==> config.mk <==
export PLATFORM = sky130hd
export DESIGN_NAME = coef_stage_buf
export DESIGN_NICKNAME = d
export VERILOG_FILES = /design/src/rtl/coef_stage_pkg.sv /design/src/rtl/coef_stage_slots.sv /design/src/rtl/coef_stage_pick.sv /design/src/rtl/coef_stage_ctrl.sv /design/src/rtl/coef_stage_buf.sv
export SDC_FILE = /design/constraint.sdc
export NUM_CORES = 1
export LEC_CHECK = 0
export BUFFER_PORTS_ARGS = -buffer_cell sky130_fd_sc_hd__clkbuf_2
export CELL_PAD_IN_SITES_DETAIL_PLACEMENT = 0
export CELL_PAD_IN_SITES_GLOBAL_PLACEMENT = 1
export CORE_UTILIZATION = 45
export CTS_BUF_LIST = sky130_fd_sc_hd__clkbuf_4 sky130_fd_sc_hd__clkbuf_8 sky130_fd_sc_hd__clkbuf_16
export DETAILED_ROUTE_END_ITERATION = 12
export PLACE_DENSITY_LB_ADDON = 0.1
export SLEW_MARGIN = 20
export SYNTH_ARGS = -nofsm -noshare
export SYNTH_HDL_FRONTEND = slang
export SYNTH_HIERARCHICAL = 1
export SYNTH_SLANG_ARGS = --single-unit
export TNS_END_PERCENT = 5
==> constraint.sdc <==
create_clock -name clk -period 2.9 [get_ports clk]
set_input_delay 0.29 -clock clk [delete_from_list [all_inputs] [get_ports clk]]
set_output_delay 0.29 -clock clk [all_outputs]
set_load 0.05 [all_outputs]
==> src/rtl/coef_stage_pkg.sv <==
package coef_stage_pkg;
  parameter int CS_AW    = 8;
  parameter int CS_DW    = 22;
  parameter int CS_SLOTS = 5;

  typedef struct packed {
    logic [CS_AW-1:0] addr;
    logic [CS_DW-1:0] data;
  } cs_pair_t;
endpackage

==> src/rtl/coef_stage_slots.sv <==
module coef_stage_slots
  import coef_stage_pkg::*;
#(
  parameter int NSLOTS = CS_SLOTS,
  localparam int SW    = $clog2(NSLOTS + 1)
) (
  input  logic                  clk,
  input  logic                  rst_n,
  input  logic                  wr_en,
  input  logic [SW-1:0]         wr_sel,
  input  cs_pair_t              wr_pair,
  input  logic                  clr_en,
  input  logic [NSLOTS-1:0]     clr_mask,
  output logic [NSLOTS-1:0]     valid_q,
  output cs_pair_t [NSLOTS-1:0] slot_q
);
  logic [NSLOTS-1:0] wr_hit;
  logic [NSLOTS-1:0] valid_d;

  for (genvar gi = 0; gi < NSLOTS; gi++) begin : g_slot
    assign wr_hit[gi] = wr_en && (wr_sel == SW'(gi));

    always_comb begin
      valid_d[gi] = valid_q[gi];
      if (wr_hit[gi])
        valid_d[gi] = 1'b1;
      else if (clr_en && clr_mask[gi])
        valid_d[gi] = 1'b0;
    end

    always_ff @(posedge clk) begin
      if (wr_hit[gi])
        slot_q[gi] <= wr_pair;
    end
  end

  always_ff @(posedge clk or negedge rst_n) begin
    if (!rst_n)
      valid_q <= '0;
    else
      valid_q <= valid_d;
  end

  // every commit cycle retires exactly one filled slot
  a_r5_one_retired: assert property (@(posedge clk) disable iff (!rst_n)
    (clr_en && !wr_en) |=> ($countones(valid_q) == $countones($past(valid_q)) - 1));
endmodule

==> src/rtl/coef_stage_pick.sv <==
module coef_stage_pick #(
  parameter int NSLOTS = 5,
  localparam int IW    = $clog2(NSLOTS)
) (
  input  logic              clk,
  input  logic              rst_n,
  input  logic [NSLOTS-1:0] valid,
  output logic [NSLOTS-1:0] grant,
  output logic [IW-1:0]     idx,
  output logic              any
);
  always_comb begin
    logic seen;
    seen  = 1'b0;
    grant = '0;
    idx   = '0;
    for (int i = 0; i < NSLOTS; i++) begin
      if (valid[i] && !seen) begin
        grant[i] = 1'b1;
        idx      = IW'(i);
        seen     = 1'b1;
      end
    end
    any = seen;
  end

  // a single slot is chosen, and only a filled one
  a_r5_grant_onehot: assert property (@(posedge clk) disable iff (!rst_n)
    $onehot0(grant) && ((grant & ~valid) == '0));
endmodule

==> src/rtl/coef_stage_ctrl.sv <==
module coef_stage_ctrl (
  input  logic clk,
  input  logic rst_n,
  input  logic host_go,
  input  logic host_we,
  input  logic any_valid,
  input  logic commit,
  input  logic commit_last,
  output logic pending_q,
  output logic err_q
);
  logic pending_d;
  logic err_d;
  logic arm;

  assign arm = host_go && !pending_q && any_valid;

  always_comb begin
    pending_d = pending_q;
    if (arm)
      pending_d = 1'b1;
    else if (pending_q && commit && commit_last)
      pending_d = 1'b0;
  end

  always_comb begin
    err_d = err_q;
    if (arm)
      err_d = 1'b0;
    else if (pending_q && host_we)
      err_d = 1'b1;
  end

  always_ff @(posedge clk or negedge rst_n) begin
    if (!rst_n) begin
      pending_q <= 1'b0;
      err_q     <= 1'b0;
    end else begin
      pending_q <= pending_d;
      err_q     <= err_d;
    end
  end

  // a commit stays armed until its last slot is written
  a_r6_hold_until_done: assert property (@(posedge clk) disable iff (!rst_n)
    (pending_q && !(commit && commit_last)) |=> pending_q);
  // a locked write leaves the error flag set
  a_r7_err_on_locked_write: assert property (@(posedge clk) disable iff (!rst_n)
    (pending_q && host_we) |=> err_q);
endmodule

==> src/rtl/coef_stage_buf.sv <==
module coef_stage_buf
  import coef_stage_pkg::*;
#(
  parameter int NSLOTS = CS_SLOTS,
  localparam int SW    = $clog2(NSLOTS + 1),
  localparam int IW    = $clog2(NSLOTS)
) (
  input  logic             clk,
  input  logic             rst_n,
  input  logic             host_we,
  input  logic [SW-1:0]    host_sel,
  input  logic [CS_AW-1:0] host_addr,
  input  logic [CS_DW-1:0] host_data,
  input  logic             host_go,
  input  logic             ram_busy,
  output logic             ram_we,
  output logic [CS_AW-1:0] ram_waddr,
  output logic [CS_DW-1:0] ram_wdata,
  output logic             pending,
  output logic             stage_err
);
  logic [NSLOTS-1:0]     valid_q;
  cs_pair_t [NSLOTS-1:0] slot_q;
  logic [NSLOTS-1:0]     grant;
  logic [IW-1:0]         idx;
  logic                  any_valid;
  logic                  wr_accept;
  logic                  commit;
  logic                  commit_last;
  cs_pair_t              wr_pair;

  assign wr_pair.addr = host_addr;
  assign wr_pair.data = host_data;
  assign wr_accept    = host_we && !pending && (host_sel < SW'(NSLOTS));
  assign commit       = pending && !ram_busy && any_valid;
  assign commit_last  = (valid_q == grant);

  coef_stage_slots #(.NSLOTS(NSLOTS)) u_slots (
    .clk      (clk),
    .rst_n    (rst_n),
    .wr_en    (wr_accept),
    .wr_sel   (host_sel),
    .wr_pair  (wr_pair),
    .clr_en   (commit),
    .clr_mask (grant),
    .valid_q  (valid_q),
    .slot_q   (slot_q)
  );

  coef_stage_pick #(.NSLOTS(NSLOTS)) u_pick (
    .clk   (clk),
    .rst_n (rst_n),
    .valid (valid_q),
    .grant (grant),
    .idx   (idx),
    .any   (any_valid)
  );

  coef_stage_ctrl u_ctrl (
    .clk         (clk),
    .rst_n       (rst_n),
    .host_go     (host_go),
    .host_we     (host_we),
    .any_valid   (any_valid),
    .commit      (commit),
    .commit_last (commit_last),
    .pending_q   (pending),
    .err_q       (stage_err)
  );

  assign ram_we    = commit;
  assign ram_waddr = slot_q[idx].addr;
  assign ram_wdata = slot_q[idx].data;

  // the memory is written only in idle cycles
  a_r4_idle_only: assert property (@(posedge clk) disable iff (!rst_n)
    ram_we |-> !ram_busy);
  // an armed commit with an idle memory always writes
  a_r4_write_when_idle: assert property (@(posedge clk) disable iff (!rst_n)
    (pending && !ram_busy) |-> ram_we);
  // an accepted trigger arms the commit
  a_r3_arm: assert property (@(posedge clk) disable iff (!rst_n)
    (host_go && !pending && (valid_q != '0)) |=> pending);
endmodule

==> reports/metrics.csv <==
stage;metric;value;unit
critical_path;Setup CP Type;reg -> out;
floorplanning;Core Box Area;13400;sq um
global_route;initial antenna violation count;0;
layout;n_diodes;0;
global_route;GR Util met1;23.6;%
layout;share of layout cells above drive strength 1;34.8;%
timing;worst-margin pin slew;665;ps
synthesis;Syn Nets;380;
timing;Max Slew Vio Count;0;
critical_path;Arrival @ worst endpoint;2500;ps
hold_path;hold crit path type;in -> reg;
critical_path;Crit path required time;2610;ps
flow_run;max_cap viols;0;
layout;fin cells;618;
layout;P&R area growth vs syn;20.1;%
synthesis;library cells used by synthesis;36;
cts;Root Buffer;clkbuf_16;
synthesis;Avg Inst Size Synth;18.3;sq um
detailed_routing;Vias;3295;
layout;# fillers;1079;
cts;postcts setup bufs;0;
timing;period utilization;96.1;%
timing;final hold viol count;0;
critical_path;critical path endpoint category;output pin;
timing;count of final setup violators;0;
synthesis;Ys Warns;6;
detailed_routing;routed length per placed instance;19.7;um
power_and_ir_drop;maximum VDD drop;0.754;mV
cts;htree depth;4;
critical_path;CP startpoint kind;flip-flop;
cts;# clock sinks;157;
detailed_routing;TritonRoute pass-1 iters;6;
layout;FF/Latch Area;4680;sq um
detailed_routing;# DRC;0;
floorplanning;FP Rows;42;
place;Cells after DPL;586;
outcome;run status;finished, final reports clean;
place;port bufs;70;
timing;setup TNS;0;ps
timing;RSZ-0062 raised after global routing;no;
layout;Multi-input gate area;1510;sq um
floorplanning;area of the die;14400;sq um
global_route;largest net degree at the start of global routing;32;
layout;Net count, final;469;
power_and_ir_drop;pwr/cell area;1150;nW/um^2
detailed_routing;number of DRC markers in iteration 0;237;
synthesis;Cells after Synth;342;
floorplanning;Die Ht;120;um
global_route;global-route track usage on met2;30.2;%
global_route;vias in the first global route;3432;
cts;clock-pin slew on the worst setup and hold paths;60;ps
synthesis;sequential element share of the synthesized area;74.8;%
cts;TritonCTS clock tree;done;
floorplanning;io pins;71;
critical_path;Worst Path Max Fanout;23;
global_route;GR peak layer;met2;
synthesis;synthesized area;6260;sq um
global_route;GRT Overall Usage;18.3;%
timing;f_max;0.359;GHz
detailed_routing;final wirelength;12.2;mm
timing;clk_skew;4.41;ps
cts;cts bufs inserted;17;
cts;worst-skew pair later-pin latency;410;ps
floorplanning;Die W;120;um
floorplanning;Starting Density;46.7;%
synthesis;#FFs+latches synth;157;
detailed_routing;Final ANT Viol Nets;0;
cts;Clock Tree Buf Depth;2;
power_and_ir_drop;Lkg Pwr;2.73;nW
detailed_routing;Via-to-Cell Ratio;5.33;
global_route;met3 Track Usage GR;3.85;%
global_route;Congestion Overflow GR;0;
place;dpl hpwl;7.15;mm
timing;normalized max-slew margin;55.7;%
global_route;first-pass GRT wire length;19.0;mm
place;Final Wtd Congestion;0.712;
timing;min Tclk post-route;2790;ps
final cells by class:
type | count | share of cell area (%)
repair buffers | 88 | 7.66
well taps | 176 | 2.93
clock inverters | 10 | 1.02
flip-flops and latches | 157 | 62.3
multi-input cells | 166 | 20.1
clock buffers | 20 | 5.96
inverters | 1 | 0.0499
state kept, by name, summed over array words and instances, names as in the netlist:
name and cells:
u_slots/slot_q 150, u_slots/valid_q 5, u_ctrl/err_q 1, u_ctrl/pending_q 1
cell usage after synthesis, drive strengths merged:
| cell type | n | area, sq um |
|---|---|---|
| a21bo | 1 | 10.0 |
| a21o | 4 | 30.0 |
| a21oi | 2 | 10.0 |
| a221o | 28 | 280 |
| a31oi | 1 | 6.26 |
| a32o | 1 | 10.0 |
| and2 | 1 | 6.26 |
| and3 | 2 | 13.8 |
| and3b | 2 | 17.5 |
| and4b | 1 | 10.0 |
| and4bb | 2 | 25.0 |
| buf | 14 | 93.8 |
| clkbuf | 4 | 15.0 |
| dfrtp | 7 | 175 |
| edfxtp | 150 | 4500 |
| inv | 1 | 3.75 |
| mux2 | 30 | 443 |
| mux2i | 30 | 300 |
| nand2 | 10 | 37.5 |
| nand2b | 2 | 20.0 |
| nand3 | 1 | 5.00 |
| nand3b | 1 | 7.51 |
| nor2 | 33 | 129 |
| nor3 | 3 | 15.0 |
| nor3b | 1 | 7.51 |
| nor4b | 1 | 15.0 |
| o211ai | 2 | 15.0 |
| o21ai | 2 | 10.0 |
| xnor2 | 3 | 26.3 |
| xor2 | 2 | 17.5 |
path summary, 6_finish.rpt:
kind                                    start            endpoint  slack (ps)  cells past startpoint
max in group asynchronous               rst_n  u_slots/valid_q[0]        2470                      2
min in group asynchronous               rst_n  u_slots/valid_q[3]         250                      2
hold / removal                   host_data[0]  u_slots/slot_q[30]         110                      1
hold reg to reg                  u_ctrl/err_q        u_ctrl/err_q         530                      2
setup / recovery           u_slots/valid_q[2]        ram_waddr[4]         110                      6
setup reg to reg             u_ctrl/pending_q  u_slots/slot_q[44]         920                      3
cell families (layout without fill, tap and decap cells):
family	after synthesis	count (layout)	share of synthesized area, %
XOR/XNOR	5	5	0.700
multiplexers	60	60	11.9
AO/OA/AOI/OAI	41	41	5.94
flip-flops	157	157	74.8
buffers and inverters	19	119	1.80
AND/OR/NAND/NOR	60	60	4.94
what timing repair did:
| item | CTS | global route |
|---|---|---|
| hold buffers | 1 | 0 |
| endpoints found under the setup margin | 23 | 24 |
| pin swaps | 0 | 1 |
| cloned | 1 | 0 |
| endpoints found under the hold margin | 7 | 0 |
| gates resized for setup | 4 | 12 |
routing by layer:
metal / part of all wire (%) / up-vias / wire length (um)
li1: - / 1539 / -
met1: 46 / 1675 / 5580
met2: 49 / 64 / 6020
met3: 3.3 / 17 / 398
met4: 1.4 / 0 / 173
met5: 0 / - / 0
where the power goes:
group          leakage, nW  switching [mW]  internal, mW
Combinational         1.04            2.77          1.31
Clock                0.260           0.800          1.18
Sequential            1.43          0.0666          2.54
per-stage QoR:
stage               cell area, sq um  hold WS, ps  worst slack (ps)  utilization, %  power, mW
finish                          7520          110               112            56.1       8.66
global route                    7520          103              6.59            56.1       9.03
CTS                             7510         93.8              20.7            56.0       8.75
detailed placement              6930          141               298            51.7       6.68
global placement                6930          141               361            51.7       6.65
floorplan                       6270        -5.59               486               -       5.71
worst max-delay path: stages (launching register included):
cell      delay [ps]
dfrtp_1          440
nand2b_4         180
a21oi_4          220
nor3b_4          500
buf_12           250
a221o_1          200
buf_2            270
cell usage in the layout, fill, tap and decap left out, types with 2 or more instances in the layout:
master | synthesis | routed
clkbuf_16 | 0 | 17
clkinv_1 | 0 | 4
dfrtp_1 | 7 | 6
clkbuf_4 | 0 | 3
mux2_4 | 28 | 28
clkinv_2 | 0 | 3
mux2i_1 | 30 | 30
and3b_1 | 2 | 2
o21ai_0 | 2 | 2
nor3_1 | 3 | 3
buf_4 | 2 | 11
a221o_1 | 28 | 28
nand2_1 | 10 | 10
mux2_1 | 2 | 2
xnor2_1 | 3 | 3
a21o_1 | 4 | 4
xor2_1 | 2 | 2
nor2_1 | 31 | 30
and4bb_2 | 0 | 2
buf_2 | 9 | 10
o211ai_1 | 2 | 2
buf_12 | 0 | 5
nor2_2 | 2 | 2
clkbuf_2 | 0 | 60
edfxtp_1 | 150 | 150
No activity file was read; power rests on OpenSTA's default activity.
